--- config.mk ---
export PLATFORM = sky130hd
export DESIGN_NAME = pc_unit
export DESIGN_NICKNAME = d
export VERILOG_FILES = /design/src/rtl/pc_pkg.sv /design/src/rtl/pc_rst_sync.sv /design/src/rtl/pc_disp_ext.sv /design/src/rtl/pc_src_pick.sv /design/src/rtl/pc_next_calc.sv /design/src/rtl/pc_unit.sv
export SDC_FILE = /design/constraint.sdc
export NUM_CORES = 1
export LEC_CHECK = 0
export CAP_MARGIN = 20
export CORE_MARGIN = 4
export CORE_UTILIZATION = 50
export CTS_CLUSTER_DIAMETER = 100
export DETAILED_ROUTE_END_ITERATION = 8
export GPL_TIMING_DRIVEN = 0
export PLACE_DENSITY = 0.84
export SYNTH_ARGS = -nofsm -noshare
export SYNTH_HDL_FRONTEND = slang
export SYNTH_SLANG_ARGS = --single-unit
export TNS_END_PERCENT = 100
--- constraint.sdc ---
create_clock -name clk -period 2.3 [get_ports clk]
set_input_delay 0.69 -clock clk [delete_from_list [all_inputs] [get_ports clk]]
set_output_delay 0.69 -clock clk [all_outputs]
set_load 0.005 [all_outputs]
--- src/rtl/pc_pkg.sv ---
package pc_pkg;

  // Source chosen for the next fetch address
  typedef enum logic [1:0] {
    SRC_KEEP = 2'd0,
    SRC_ABS  = 2'd1,
    SRC_REL  = 2'd2,
    SRC_SEQ  = 2'd3
  } pc_src_e;

  localparam int unsigned PC_W_DEF   = 32;
  localparam int unsigned DISP_W_DEF = 16;
  localparam int unsigned STEP_DEF   = 4;

endpackage

--- src/rtl/pc_rst_sync.sv ---
module pc_rst_sync #(
  parameter int unsigned STAGES = 2
) (
  input  logic clk,
  input  logic rst_n,
  output logic rst_sync_n
);

  localparam int unsigned LAST = STAGES - 1;

  logic [LAST:0] chain_q;
  logic [LAST:0] chain_d;

  generate
    if (STAGES == 1) begin : g_single
      always_comb chain_d = 1'b1;
    end else begin : g_multi
      always_comb chain_d = {chain_q[LAST-1:0], 1'b1};
    end
  endgenerate

  always_ff @(posedge clk or negedge rst_n) begin
    if (!rst_n) chain_q <= '0;
    else        chain_q <= chain_d;
  end

  assign rst_sync_n = chain_q[LAST];

endmodule

--- src/rtl/pc_disp_ext.sv ---
module pc_disp_ext #(
  parameter int unsigned IN_W  = 16,
  parameter int unsigned OUT_W = 32
) (
  input  logic [IN_W-1:0]  disp_i,
  output logic [OUT_W-1:0] disp_o
);

  generate
    if (IN_W < OUT_W) begin : g_extend
      localparam int unsigned PAD = OUT_W - IN_W;
      assign disp_o = {{PAD{disp_i[IN_W-1]}}, disp_i};
    end else begin : g_trunc
      assign disp_o = disp_i[OUT_W-1:0];
    end
  endgenerate

endmodule

--- src/rtl/pc_src_pick.sv ---
module pc_src_pick
  import pc_pkg::*;
(
  input  logic    running_i,
  input  logic    hold_i,
  input  logic    jump_i,
  input  logic    branch_i,
  output pc_src_e src_o
);

  always_comb begin
    if (!running_i || hold_i) src_o = SRC_KEEP;
    else if (jump_i)          src_o = SRC_ABS;
    else if (branch_i)        src_o = SRC_REL;
    else                      src_o = SRC_SEQ;
  end

endmodule

--- src/rtl/pc_next_calc.sv ---
module pc_next_calc
  import pc_pkg::*;
#(
  parameter int unsigned W    = 32,
  parameter int unsigned STEP = 4
) (
  input  pc_src_e      src_i,
  input  logic [W-1:0] pc_i,
  input  logic [W-1:0] dest_i,
  input  logic [W-1:0] disp_i,
  output logic [W-1:0] pc_nxt_o
);

  localparam logic [W-1:0] STEP_V = W'(STEP);

  logic [W-1:0] seq_addr;
  logic [W-1:0] rel_addr;

  assign seq_addr = pc_i + STEP_V;
  assign rel_addr = pc_i + disp_i;

  always_comb begin
    unique case (src_i)
      SRC_ABS:  pc_nxt_o = dest_i;
      SRC_REL:  pc_nxt_o = rel_addr;
      SRC_SEQ:  pc_nxt_o = seq_addr;
      default:  pc_nxt_o = pc_i;
    endcase
  end

endmodule

--- src/rtl/pc_unit.sv ---
module pc_unit
  import pc_pkg::*;
#(
  parameter int unsigned PC_W       = PC_W_DEF,
  parameter int unsigned DISP_W     = DISP_W_DEF,
  parameter int unsigned STEP       = STEP_DEF,
  parameter int unsigned SYNC_STG   = 2,
  parameter logic [PC_W-1:0] BOOT_VEC = 32'hBFBF_FFFC
) (
  input  logic            clk,
  input  logic            rst_n,
  input  logic [PC_W-1:0] dest_i,
  input  logic            jump_i,
  input  logic            branch_i,
  input  logic            hold_i,
  output logic [PC_W-1:0] pc_o,
  output logic            fetch_stall_o,
  output logic            running_o
);

  logic            rst_sync_n;
  logic [PC_W-1:0] pc_q;
  logic [PC_W-1:0] pc_d;
  logic [PC_W-1:0] disp_ext;
  logic            pc_en;
  logic            running;
  pc_src_e         src;

  pc_rst_sync #(.STAGES(SYNC_STG)) u_rst (
    .clk        (clk),
    .rst_n      (rst_n),
    .rst_sync_n (rst_sync_n)
  );

  pc_disp_ext #(.IN_W(DISP_W), .OUT_W(PC_W)) u_ext (
    .disp_i (dest_i[DISP_W-1:0]),
    .disp_o (disp_ext)
  );

  assign running = |pc_q;

  pc_src_pick u_pick (
    .running_i (running),
    .hold_i    (hold_i),
    .jump_i    (jump_i),
    .branch_i  (branch_i),
    .src_o     (src)
  );

  pc_next_calc #(.W(PC_W), .STEP(STEP)) u_calc (
    .src_i    (src),
    .pc_i     (pc_q),
    .dest_i   (dest_i),
    .disp_i   (disp_ext),
    .pc_nxt_o (pc_d)
  );

  assign pc_en = (src != SRC_KEEP);

  always_ff @(posedge clk or negedge rst_sync_n) begin
    if (!rst_sync_n)  pc_q <= BOOT_VEC;
    else if (pc_en)   pc_q <= pc_d;
  end

  assign pc_o          = pc_q;
  assign running_o     = running;
  assign fetch_stall_o = hold_i;


  hold_keeps_pc_chk: assert property (@(posedge clk) disable iff (!rst_sync_n)
    hold_i |=> $stable(pc_o));


  jump_loads_dest_chk: assert property (@(posedge clk) disable iff (!rst_sync_n)
    (!hold_i && jump_i && pc_o != '0) |=> (pc_o == $past(dest_i)));


  seq_step_chk: assert property (@(posedge clk) disable iff (!rst_sync_n)
    (!hold_i && !jump_i && !branch_i && pc_o != '0) |=> (pc_o == $past(pc_o) + PC_W'(STEP)));


  zero_freeze_chk: assert property (@(posedge clk) disable iff (!rst_sync_n)
    (pc_o == '0) |=> (pc_o == '0));

endmodule

==> summary.md, run 1 <==
| Metric | Value |
|---|---|
| Outcome | complete, but fails checks |
| Violations in the final reports | negative setup slack |
| Number of top-level pins | 71 |
| Setup slack at placement | -1.65 ns |
| Final clock period utilization by the worst path | 131% |
| Delay contributed by the slowest stage of the critical path | ~0.48 ns |
| Total Nets Final | between 700 and 800 |
| Clock latency of the later-clocked register in the worst-skew pair | between 0.3 and 0.4 ns |
| Number of rows in the core area | 33 |
| Synthesized area divided by synthesized cell count | 7.98 um^2 |
| Number of endpoints with negative hold slack in the final report | 0 |
| Total leakage power | around 2.8 nW |
| Top_reg_cell synth | sky130_fd_sc_hd__dfstp_2 |
| Iteration-0 DRC count of the detailed router | ~770 |
| Required time of the critical path | roughly 2.5 ns |
| Maximum fanout along the worst path | 6 |
| Slew Limit Headroom | between 40% and 50% |
| Hold Worst Slack | roughly 0.37 ns |
| CTS Sinks | 34 |
| Sequential-to-total area share from yosys stat | around a fifth |
| Final HPWL DP | 11.1 mm |
| CTS Root Cell | sky130_fd_sc_hd__clkbuf_8 |
| Net count after synthesis | a little over 600 |
| Fmax | between 300 and 400 MHz |
| Syn Std Cell Area | ~4300 um^2 |
| Antenna violations before repair | 0 |
| Wire length of the first global-routing pass | about 28 mm |
| Kind of launch point of the worst setup path | input port |
| Transition at the pin with the smallest max-transition slack | about 0.8 ns |
| Initial cell density of the core | approximately 52% |
| Startpoint-to-endpoint class of the critical path | in2reg |
| Async SR Flop Fraction | 100% |
| Number of design rule violations left after detail routing | 0 |
| Cell count after placement | ~700 |
| Library cell with the largest summed area after synthesis | sky130_fd_sc_hd__dfstp_2 |
| Sequence of cells on the critical path | clkdlybuf4s50_1 -> ha_1 -> nand4_1 -> nor2_1 -> o211ai_2 -> a211oi_2 -> buf_4 -> o31ai_1 -> a32oi_1 -> o21ai_1 |
| Detailed-route wire length per cell | between 20 and 30 um |
| Via count of the first global-routing pass | roughly 5.3k |
| Flip-flop and latch count after synthesis | 34 |
| Clock slew at reported path FFs | around 0.08 ns |
| Hold Path Class | reg2async |
| Synth area leaders | sky130_fd_sc_hd__dfstp_2, sky130_fd_sc_hd__ha_1, sky130_fd_sc_hd__o21ai_0, sky130_fd_sc_hd__xnor2_1, sky130_fd_sc_hd__a21oi_1 |
| Final Critical Period | 3.01 ns |
| Pin count of the biggest net entering global routing | 33 |
| Buf/Inv on CP | 2 |
| Width of the chip | between 100 and 150 um |
| Area growth from synthesis to final layout | 60.1% |
| Worst reg-to-reg setup slack | -0.67 ns |
| Post-DRT Antenna Nets | 0 |
| Cell area after layout | 6920 um^2 |
| Share of the synthesized area in the top cell type | roughly 17% |
| Number of synthesized flops with an enable pin | 0 |
| Largest clock skew in the final design | between 0.009 and 0.01 ns |
| Core Area | ~8300 um^2 |
| Data arrival time of the critical path | between 3 and 4 ns |
| CTS max path bufs | 2 |
| Number of diodes | 0 |
| Instance count of the mapped netlist | 541 |
| Placer Congestion | around 0.99 |
| Highest ir drop seen on vdd | about 0.00040 V |
| TritonCTS clock tree | done |
| Pins Over Slew Limit | 0 |
| Fraction of layout instances using a drive strength above 1 | between 30% and 40% |
| Via density per instance | roughly 7 |
| First-pass iteration count of the detailed router | 7 |
| Die outline height | between 100 and 150 um |
| Worst path top cell family by delay | compound AO/OA/AOI/OAI gates |
| Cell area after placement | 5440 um^2 |
| Setup tns final | -16.93 ns |
| Die Footprint | around 10000 um^2 |
| Final Non-Filler Cells | about 800 |
| GR Overflow Total | 0 |
| Type of element capturing the critical path | flip-flop |
| Inserted Clock Buffers | 5 |
| Count of synthesis-stage warnings from yosys | 0 |
| Final wirelength | around 20 mm |
| Power density of the placed cells | around 570 nW/um^2 |
| Global-route usage over all layers | approximately a third |
| Final Core Density | approximately 83% |
| Number of H-tree levels | 2 |
| Overall power | 3.95 mW |
| Max_cap viols | 0 |
| Number of vias after detailed routing | roughly 5.7k |
| Minimum setup slack in the final design | -0.706 ns |
| Max stage delay cell, worst path | sky130_fd_sc_hd__ha_1 |
| Setup repair after global routing missed its margin | yes |
| Setup-failing EPs final | 33 |
| Number of different library cells in the post-synthesis netlist | 72 |
| Number of buffers inserted by port buffering | 70 |
==> cell usage after synthesis (all sizes together) (8+ instances only) <==
master	instances
a21o	25
nand2b	8
nand2	50
inv	21
nand4	10
and3	13
a221oi	8
dfstp	28
nand3	19
ha	36
o31ai	11
o221ai	9
nor3	11
buf	10
xnor2	23
a21oi	39
nor4	10
clkbuf	14
nor2	28
o21ai	61
xor2	21
==> power by group <==
group          internal [mW]  leakage (nW)  switching [mW]  total (mW)
logic                   1.21          2.38            1.26        2.47
clock network          0.245        0.0455           0.263       0.508
registers              0.749         0.362           0.221       0.970
total                   2.20          2.79            1.75        3.95
==> area by class of cell <==
class / count / area [um^2]
inverter: 21 / 101
timing repair buffer: 145 / 1450
buffer: 19 / 285
sequential: 34 / 891
tap: 105 / 131
fill: 446 / 1380
clock buffer: 8 / 90.1
multi-input combinational: 462 / 3970
==> logic make-up (layout without fill, tap and decap cells) <==
| kind of cell | Yosys count | count (layout) | synth area share [%] |
|---|---|---|---|
| AO/OA/AOI/OAI | 206 | 206 | 33.1 |
| buffers and inverters | 45 | 193 | 4.90 |
| XOR/XNOR | 44 | 44 | 8.92 |
| flip-flops | 34 | 34 | 20.5 |
| multiplexers | 2 | 2 | 0.464 |
| AND/OR/NAND/NOR | 172 | 172 | 21.1 |
| other | 1 | 1 | 0.0868 |
| adder cells (fa/ha/maj) | 37 | 37 | 10.9 |
==> final timing paths <==
kind / start / endpoint / depth (start not counted)
max: dest_i[14] / pc_o[30] / 10
min: u_rst.chain_q[1] / pc_o[0] / 0
max reg2reg: pc_o[0] / pc_o[30] / 10
min reg2reg: u_rst.chain_q[1] / pc_o[0] / 0
max in group asynchronous: u_rst.chain_q[1] / pc_o[1] / 0
min in group clk: u_rst.chain_q[0] / u_rst.chain_q[1] / 0
==> flip-flops by register name, indices dropped and copies added, names as in the netlist <==
signal and count:
pc_o 32, u_rst.chain_q 2
==> repair_timing <==
action / 4_1_cts / 5_1_grt
hold buffers: 0 / 0
setup buffers: 57 / 14
pin swaps: 65 / 54
gates resized for setup: 144 / 68
cloned: 3 / 1
endpoints found under the setup margin: 34 / 36
==> metal layers <==
metal	GRT usage (%)	vias up	part of all wire, %	wire (um)
met1	43.2	2601	35	7030
met5	0	-	0	0
met4	13.9	0	7.8	1560
met2	56.8	512	45	8980
met3	8.72	180	12	2390
li1	-	2364	-	-
==> placed cells by master, fill, tap and decap left out, types with 6 or more instances in the layout <==
| master | Yosys | layout |
|---|---|---|
| sky130_fd_sc_hd__nand2_1 | 50 | 46 |
| sky130_fd_sc_hd__o21ai_0 | 56 | 19 |
| sky130_fd_sc_hd__nand4_1 | 10 | 10 |
| sky130_fd_sc_hd__and3_1 | 11 | 10 |
| sky130_fd_sc_hd__ha_4 | 0 | 19 |
| sky130_fd_sc_hd__o211ai_1 | 6 | 6 |
| sky130_fd_sc_hd__dfstp_2 | 28 | 28 |
| sky130_fd_sc_hd__nor2_1 | 28 | 21 |
| sky130_fd_sc_hd__a21oi_2 | 1 | 7 |
| sky130_fd_sc_hd__nor2_2 | 0 | 7 |
| sky130_fd_sc_hd__o31ai_1 | 10 | 7 |
| sky130_fd_sc_hd__xor2_1 | 21 | 21 |
| sky130_fd_sc_hd__nand3_1 | 19 | 18 |
| sky130_fd_sc_hd__nor3_1 | 9 | 8 |
| sky130_fd_sc_hd__o21ai_2 | 2 | 9 |
| sky130_fd_sc_hd__o21ai_1 | 3 | 31 |
| sky130_fd_sc_hd__a21oi_1 | 38 | 30 |
| sky130_fd_sc_hd__buf_12 | 0 | 6 |
| sky130_fd_sc_hd__a21o_1 | 23 | 22 |
| sky130_fd_sc_hd__o221ai_2 | 0 | 8 |
| sky130_fd_sc_hd__inv_1 | 21 | 15 |
| sky130_fd_sc_hd__ha_1 | 36 | 15 |
| sky130_fd_sc_hd__buf_6 | 4 | 20 |
| sky130_fd_sc_hd__and4_1 | 6 | 6 |
| sky130_fd_sc_hd__xnor2_1 | 23 | 21 |
| sky130_fd_sc_hd__clkbuf_8 | 0 | 6 |
| sky130_fd_sc_hd__buf_4 | 2 | 53 |
| sky130_fd_sc_hd__nand2b_1 | 8 | 7 |
| sky130_fd_sc_hd__clkbuf_16 | 0 | 9 |
| sky130_fd_sc_hd__clkdlybuf4s50_1 | 0 | 51 |
==> worst register-to-register path, stage by stage (launching register included) <==
cell	delay (ns)
sky130_fd_sc_hd__dfrtp_2	0.45
sky130_fd_sc_hd__ha_4	0.18
sky130_fd_sc_hd__fa_2	0.40
sky130_fd_sc_hd__a211oi_2	0.24
sky130_fd_sc_hd__o21ai_2	0.11
sky130_fd_sc_hd__o2111a_2	0.33
sky130_fd_sc_hd__o211ai_2	0.23
sky130_fd_sc_hd__a211oi_2	0.13
sky130_fd_sc_hd__or4_1	0.49
sky130_fd_sc_hd__a32oi_1	0.23
sky130_fd_sc_hd__o21ai_1	0.08
(Power assumes the default switching activity.)
==> run 2, diff against run 1 <==
Settings changed: PLACE_DENSITY 0.84 to 0.83, SYNTH_HIERARCHICAL from default to 1.
==> run 2 against run 1 <==
- highest routed layer unchanged
- first-iteration DRC count shrank 4.8%
- via count fell by 3.9%
- wire length is 5.5% higher
- the run still ends with negative setup slack left
- worst hold slack got worse by 0.051 ns
- clock power up 20%
==> summary.md, run 2 <==
| Metric | Value |
|---|---|
| Slew Limit Headroom | 50.1% (+4.0 points) |
| Die Footprint | 10800 um^2 (+6.4%) |
| Sequential-to-total area share from yosys stat | 19.2% (-1.3 points) |
| Synth area leaders | sky130_fd_sc_hd__dfstp_2, sky130_fd_sc_hd__mux4_2, sky130_fd_sc_hd__ha_1, sky130_fd_sc_hd__mux2_2, sky130_fd_sc_hd__xnor2_1 |
| Kind of launch point of the worst setup path | flip-flop |
| Syn Std Cell Area | 4620 um^2 (+7.0%) |
| Via count of the first global-routing pass | 4865 (-8.3%) |
| Setup-failing EPs final | 34 (+3.0%) |
| Antenna violations before repair | 0 (unchanged) |
| Most instantiated cells after synthesis | sky130_fd_sc_hd__a21oi_1, sky130_fd_sc_hd__nand2_1, sky130_fd_sc_hd__buf_4, sky130_fd_sc_hd__xnor2_1 |
| Number of synthesized flops with an enable pin | 0 (unchanged) |
| Number of H-tree levels | 2 (unchanged) |
| Placer Congestion | 0.942 (-5.2%) |
| Required time of the critical path | 2.52 ns (+0.02 ns) |
| Leading cell type in the layout, fill and taps excluded | sky130_fd_sc_hd__buf_4 |
| Max_cap viols | 0 (unchanged) |
| Number of different library cells in the post-synthesis netlist | 60 (-17%) |
| Iteration-0 DRC count of the detailed router | 730 (-4.8%) |
| Power density of the placed cells | 222 nW/um^2 (-61%) |
| Instance count of the mapped netlist | 498 (-7.9%) |
| Final clock period utilization by the worst path | 156% (+25 points) |
| Post-DRT Antenna Nets | 0 (unchanged) |
| Total leakage power | 3.06 nW (+9.8%) |
| Net count after synthesis | 568 (-7.6%) |
| Core Area | 8850 um^2 (+6.6%) |
| Share of the synthesized area in the top cell type | 15.9% (-1.1 points) |
| Top_reg_cell synth | sky130_fd_sc_hd__dfstp_2 |
| GR Overflow Total | 0 (unchanged) |
| Minimum setup slack in the final design | -1.29 ns (-0.585 ns) |
| Max stage delay cell, worst path | sky130_fd_sc_hd__dfstp_2 |
| Final wirelength | 21.1 mm (+5.5%) |
| Detailed-route wire length per cell | 27.8 um (+10%) |
| Outcome | complete, but fails checks |
| TritonCTS clock tree | done |
| Highest ir drop seen on vdd | 0.000181 V (-55%) |
| Number of vias after detailed routing | 5435 (-3.9%) |
| Violations in the final reports | negative setup slack |
| Via density per instance | 7.16 (+0.51%) |
| Number of top-level pins | 71 (unchanged) |
| Pin count of the biggest net entering global routing | 21 (-36%) |
| First-pass iteration count of the detailed router | 6 (-1) |
| Final Core Density | 80.0% (-3.3 points) |
| Setup tns final | -24.57 ns (-7.64 ns) |
| Critical Path Most Common Cell | sky130_fd_sc_hd__nand2_1 |
| Number of endpoints with negative hold slack in the final report | 0 (unchanged) |
| Number of diodes | 0 (unchanged) |
| Pins Over Slew Limit | 0 (unchanged) |
| CTS Sinks | 34 (unchanged) |
| Maximum fanout along the worst path | 4 (-2) |
| Largest clock skew in the final design | 0.0234 ns (+0.0142 ns) |
| Overall power | 1.57 mW (-60%) |
| Final HPWL DP | 10.1 mm (-8.9%) |
| Final Critical Period | 3.59 ns (+0.585 ns) |
| Number of rows in the core area | 34 (+3.0%) |
| Global-route usage over all layers | 30.1% (-4.5 points) |
| Clock slew at reported path FFs | 0.09 ns (about the same) |
| Total Nets Final | 720 (-5.5%) |
| Flip-flop and latch count after synthesis | 34 (unchanged) |
| CTS Root Cell | sky130_fd_sc_hd__clkbuf_8 |
| Max FFs per register | 32 (unchanged) |
| Data arrival time of the critical path | 3.81 ns (+0.61 ns) |
| Synthesized area divided by synthesized cell count | 9.28 um^2 (+16%) |
| Transition at the pin with the smallest max-transition slack | 0.748 ns (-0.0597 ns) |
| Type of element capturing the critical path | flip-flop |
| Fraction of layout instances using a drive strength above 1 | 47.5% (+10 points) |
| Leading cell types in the layout, fill and taps excluded | sky130_fd_sc_hd__buf_4, sky130_fd_sc_hd__clkdlybuf4s50_1, sky130_fd_sc_hd__buf_6 |
| Number of buffers inserted by port buffering | 70 (unchanged) |
| Initial cell density of the core | 52.2% (+0.18 points) |
| Delay contributed by the slowest stage of the critical path | 0.61 ns (+0.13 ns) |
| Setup repair after global routing missed its margin | yes |
| Inserted Clock Buffers | 5 (unchanged) |
| Final Non-Filler Cells | 759 (-4.4%) |
| Hold-fix buffer count after cts | 0 (unchanged) |
| Global-route track usage on met1 | 38.0% (-5.2 points) |
| Fmax | 279 MHz (-16%) |
| Cell count after placement | 677 (-5.4%) |
| Die outline height | 104 um (+3.2%) |
| Met2 track utilization from global routing | 52.1% (-4.7 points) |
| Wire length of the first global-routing pass | 26.4 mm (-5.4%) |
| Clock latency of the later-clocked register in the worst-skew pair | 0.31 ns (about the same) |
| Async SR Flop Fraction | 100% (unchanged) |
| Hold Worst Slack | 0.317 ns (-0.0511 ns) |
| Grt met3 use | 4.03% (-4.7 points) |
| Hold Path Class | reg2async |
| Sequence of cells on the critical path | buf_4 -> and4_1 -> nand2_1 -> nor4_1 -> nand2_1 -> nor3_1 -> xnor2_1 -> mux4_2 -> mux2_2 |
| Width of the chip | 104 um (+3.2%) |
| Startpoint of the worst setup timing path | pc_o[2] |
| Source of the worst register-to-register timing path | pc_o[2] |
| Startpoint-to-endpoint class of the critical path | reg2reg |
| CTS max path bufs | 2 (unchanged) |
| Area growth from synthesis to final layout | 53.3% |
| Number of design rule violations left after detail routing | 0 (unchanged) |
| Library cell with the largest summed area after synthesis | sky130_fd_sc_hd__dfstp_2 |
| Most congested layer reported by global routing | met2 |
| Count of synthesis-stage warnings from yosys | 6 (+6) |
## run 2: cell count changes in the layout (fill, tap and decap cells not counted), moves of 8 or more
cell / previous run / this run
sky130_fd_sc_hd__buf_4: 53 / 79
sky130_fd_sc_hd__buf_6: 20 / 34
sky130_fd_sc_hd__mux2_2: 0 / 17
sky130_fd_sc_hd__mux2_4: 0 / 17
sky130_fd_sc_hd__mux4_2: 0 / 22
sky130_fd_sc_hd__nand2_1: 46 / 30
sky130_fd_sc_hd__o21ai_0: 19 / 7
sky130_fd_sc_hd__o21ai_1: 31 / 7
sky130_fd_sc_hd__o221ai_2: 8 / 0
sky130_fd_sc_hd__xnor2_1: 21 / 32
## run 2: worst paths after layout
kind | to | slack [ns] | cells past startpoint
max in group asynchronous | pc_o[21] | 1.32 | 1
max | pc_o[27] | -1.29 | 9
min reg2reg | pc_o[30] | 0.32 | 0
max reg2reg | pc_o[27] | -1.29 | 9
min in group clk | u_rst/chain_q[1] | 0.39 | 0
min | pc_o[30] | 0.32 | 0
## run 2: cells by family (layout without fill, tap and decap cells)
kind of cell	after synthesis	count (layout)	share of synthesized area [%]
AO/OA/AOI/OAI	118	118	17.8
XOR/XNOR	56	56	10.6
adder cells (fa/ha/maj)	33	33	9.10
buffers and inverters	63	216	8.45
flip-flops	34	34	19.2
multiplexers	59	59	19.8
other	1	1	0.0812
AND/OR/NAND/NOR	134	134	14.9
## run 2: per-stage QoR
step                cell area (um^2)  setup WS [ns]
global route                    7080          -1.61
global placement                5640          -2.00
floorplan                       4800          -1.07
CTS                             6630         -0.963
finish                          7080          -1.29
detailed placement              5670          -1.98
## run 2: worst max-delay path, delay by kind of cell, from the launching register on
kind / cells / cell delay [ns]
simple gates: 5 / 1.83
mux: 2 / 0.75
flops: 1 / 0.61
buf+inv: 1 / 0.17
xor+xnor: 1 / 0.14
## run 2: power breakdown
part           switching, mW  total [mW]  internal (mW)
logic                  0.163       0.354          0.191
registers            0.00653       0.608          0.602
clock network          0.289       0.610          0.320
## run 2: layout make-up
class	count	area, um^2
multi-input combinational	401	3970
fill	477	1770
timing repair buffer	150	1430
sequential	34	888
buffer	48	510
tap	108	135
clock buffer	5	68.8
clock inverter	3	40.0
inverter	10	37.5
## run 2: what timing repair did
action | CTS | global route
gates resized for setup | 155 | 66
cloned | 4 | 0
setup endpoints to repair | 34 | 34
setup buffers | 43 | 34
pin swaps | 60 | 55
## run 2: layer usage
metal  wire [um]  part of all wire, %
met5           0                    0
met4        1770                  8.4
met3        2360                   11
met2        9550                   45
met1        7410                   35
==> run 3, diff against run 2 <==
Settings changed: SKIP_CTS_REPAIR_TIMING from default to 1.
==> run 3 against run 2 <==
- clock power shrank 5.9%
- the run still ends with negative setup slack left
- wire length fell by 22%
- flip-flop and latch count unchanged
- critical path type is now in2reg
- highest routed layer unchanged
==> summary.md, run 3 (synthesized netlist as in run 2, its figures left out) <==
| Metric | Value |
|---|---|
| Outcome | complete, but fails checks |
| Violations in the final reports | negative setup slack |
| Kind of launch point of the worst setup path | input port |
| First-pass iteration count of the detailed router | 5 (-1) |
| Number of top-level pins | 71 (unchanged) |
| Setup slack at placement | -1.98 ns (unchanged) |
| Fraction of layout instances using a drive strength above 1 | 42.3% (-5.1 points) |
| Total Nets Final | 683 (-5.1%) |
| CTS Root Cell | sky130_fd_sc_hd__clkbuf_8 |
| Inserted Clock Buffers | 5 (unchanged) |
| Iteration-0 DRC count of the detailed router | 441 (-40%) |
| Clock latency of the later-clocked register in the worst-skew pair | 0.30 ns (about the same) |
| CTS Sinks | 34 (unchanged) |
| Wire length of the first global-routing pass | 21.7 mm (-18%) |
| Maximum fanout along the worst path | 3 (-1) |
| Largest clock skew in the final design | 0.0161 ns (-0.00722 ns) |
| TritonCTS clock tree | done |
| Number of buffers inserted by port buffering | 70 (unchanged) |
| Antenna violations before repair | 0 (unchanged) |
| Number of vias after detailed routing | 4696 (-14%) |
| Number of design rule violations left after detail routing | 0 (unchanged) |
| Hold Path Class | reg2async |
| Startpoint-to-endpoint class of the critical path | in2reg |
| Setup repair after global routing missed its margin | yes |
| Number of H-tree levels | 2 (unchanged) |
| Number of diodes | 0 (unchanged) |
| Area growth from synthesis to final layout | 44.3% |
| Fmax | 287 MHz (+3.0%) |
| Transition at the pin with the smallest max-transition slack | 0.722 ns (-0.0266 ns) |
| Pin count of the biggest net entering global routing | 21 (unchanged) |
| Initial cell density of the core | 52.2% (unchanged) |
| Minimum setup slack in the final design | -1.19 ns (+0.103 ns) |
| Number of rows in the core area | 34 (unchanged) |
| Leading cell types in the layout, fill and taps excluded | sky130_fd_sc_hd__buf_4, sky130_fd_sc_hd__clkdlybuf4s50_1, sky130_fd_sc_hd__xnor2_1 |
| Delay contributed by the slowest stage of the critical path | 0.42 ns (-0.19 ns) |
| Die outline height | 104 um (unchanged) |
| Global-route usage over all layers | 24.3% (-5.9 points) |
| Core Area | 8850 um^2 (unchanged) |
| Sequence of cells on the critical path | buf_8 -> ha_4 -> fa_2 -> a21o_1 -> a221oi_4 -> or3_4 -> a31oi_4 -> o22ai_4 -> buf_6 -> o31a_1 -> o2bb2ai_4 -> nor4_2 -> a211o_1 -> mux2_4 |
| Setup-failing EPs final | 34 (unchanged) |
| Max FFs per register | 32 (unchanged) |
| Leading cell type in the layout, fill and taps excluded | sky130_fd_sc_hd__buf_4 |
| Die Footprint | 10800 um^2 (unchanged) |
| Final-layout fill cell count | 544 (+14%) |
| Placer Congestion | 0.942 (unchanged) |
| Final clock period utilization by the worst path | 152% (-4.5 points) |
| Final Core Density | 75.4% (-4.7 points) |
| Number of endpoints with negative hold slack in the final report | 0 (unchanged) |
| Clock slew at reported path FFs | 0.09 ns (about the same) |
| Max stage delay cell, worst path | sky130_fd_sc_hd__fa_2 |
| Final wirelength | 16.5 mm (-22%) |
| Max_cap viols | 0 (unchanged) |
| Power density of the placed cells | 224 nW/um^2 (+0.82%) |
| Slew Limit Headroom | 51.9% (+1.8 points) |
| GR Overflow Total | 0 (unchanged) |
| Highest ir drop seen on vdd | 0.000171 V (-5.6%) |
| Width of the chip | 104 um (unchanged) |
| Via count of the first global-routing pass | 4218 (-13%) |
| Post-DRT Antenna Nets | 0 (unchanged) |
| Final Critical Period | 3.49 ns (-0.103 ns) |
| Hold Worst Slack | 0.306 ns (-0.0110 ns) |
| Final HPWL DP | 10.1 mm (unchanged) |
| Data arrival time of the critical path | 3.67 ns (-0.14 ns) |
| Via density per instance | 6.50 (-9.2%) |
| Total leakage power | 2.90 nW (-5.4%) |
| Pins Over Slew Limit | 0 (unchanged) |
| Detailed-route wire length per cell | 22.9 um (-18%) |
| CTS max path bufs | 2 (unchanged) |
| Type of element capturing the critical path | flip-flop |
| Required time of the critical path | 2.49 ns (-0.03 ns) |
-- run 3: cell count changes in the layout (fill, tap and decap cells not counted), moves of 3 or more --
cell	previous run	this run
sky130_fd_sc_hd__a21oi_1	24	28
sky130_fd_sc_hd__a21oi_2	10	7
sky130_fd_sc_hd__buf_12	1	6
sky130_fd_sc_hd__buf_4	79	57
sky130_fd_sc_hd__buf_6	34	16
sky130_fd_sc_hd__clkbuf_16	7	2
sky130_fd_sc_hd__clkbuf_2	1	4
sky130_fd_sc_hd__clkbuf_8	12	8
sky130_fd_sc_hd__dlygate4sd2_1	3	0
sky130_fd_sc_hd__dlymetal6s2s_1	0	11
-- run 3: through the flow --
step                total power [mW]  instances  setup TNS [ns]  instance area (um^2)
finish                          1.49        722          -22.70                  6670
CTS                             1.46        685          -34.40                  5780
global placement               0.871        676          -41.44                  5640
detailed placement             0.885        677          -42.75                  5670
floorplan                      0.773        498          -17.90                  4800
global route                    1.55        722          -24.20                  6670
-- run 3: critical path, delay by kind of cell --
family / cells / cell delay [ns]
multiplexers: 1 / 0.29
buffers and inverters: 2 / 0.23
AND/OR/NAND/NOR: 2 / 0.29
AO/OA/AOI/OAI: 7 / 1.59
adder cells (fa/ha/maj): 2 / 0.58
-- run 3: path summary, 6_finish.rpt --
kind,startpoint,endpoint,slack [ns],cells after the start
max,dest_i[0],pc_o[30],-1.19,14
min,u_rst/chain_q[1],pc_o[30],0.31,0
max reg2reg,pc_o[0],pc_o[30],-1.16,13
min in group clk,u_rst/chain_q[0],u_rst/chain_q[1],0.37,0
min reg2reg,u_rst/chain_q[1],pc_o[30],0.31,0
max in group asynchronous,u_rst/chain_q[1],pc_o[21],1.34,1
-- run 3: per-layer routing --
metal | GRT usage (%) | routed length (um)
met2 | 41.3 | 8360
met5 | 0 | 0
met4 | 7.31 | 602
met3 | 2.61 | 1110
met1 | 32.5 | 6420
-- run 3: final cells by class --
| cell class | count | area (um^2) | area share [%] |
|---|---|---|---|
| timing repair buffer | 111 | 1120 | 16.8 |
| tap | 108 | 135 | 2.03 |
| inverter | 10 | 37.5 | 0.563 |
| multi-input combinational | 401 | 3890 | 58.4 |
| clock buffer | 5 | 68.8 | 1.03 |
| clock inverter | 3 | 40.0 | 0.600 |
| buffer | 50 | 487 | 7.30 |
| sequential | 34 | 890 | 13.3 |
-- run 3: power by group --
part	internal [mW]	total [mW]	leakage, nW	switching, mW
Combinational	0.172	0.311	2.48	0.139
Sequential	0.602	0.608	0.363	0.00631
Clock	0.320	0.574	0.0579	0.254
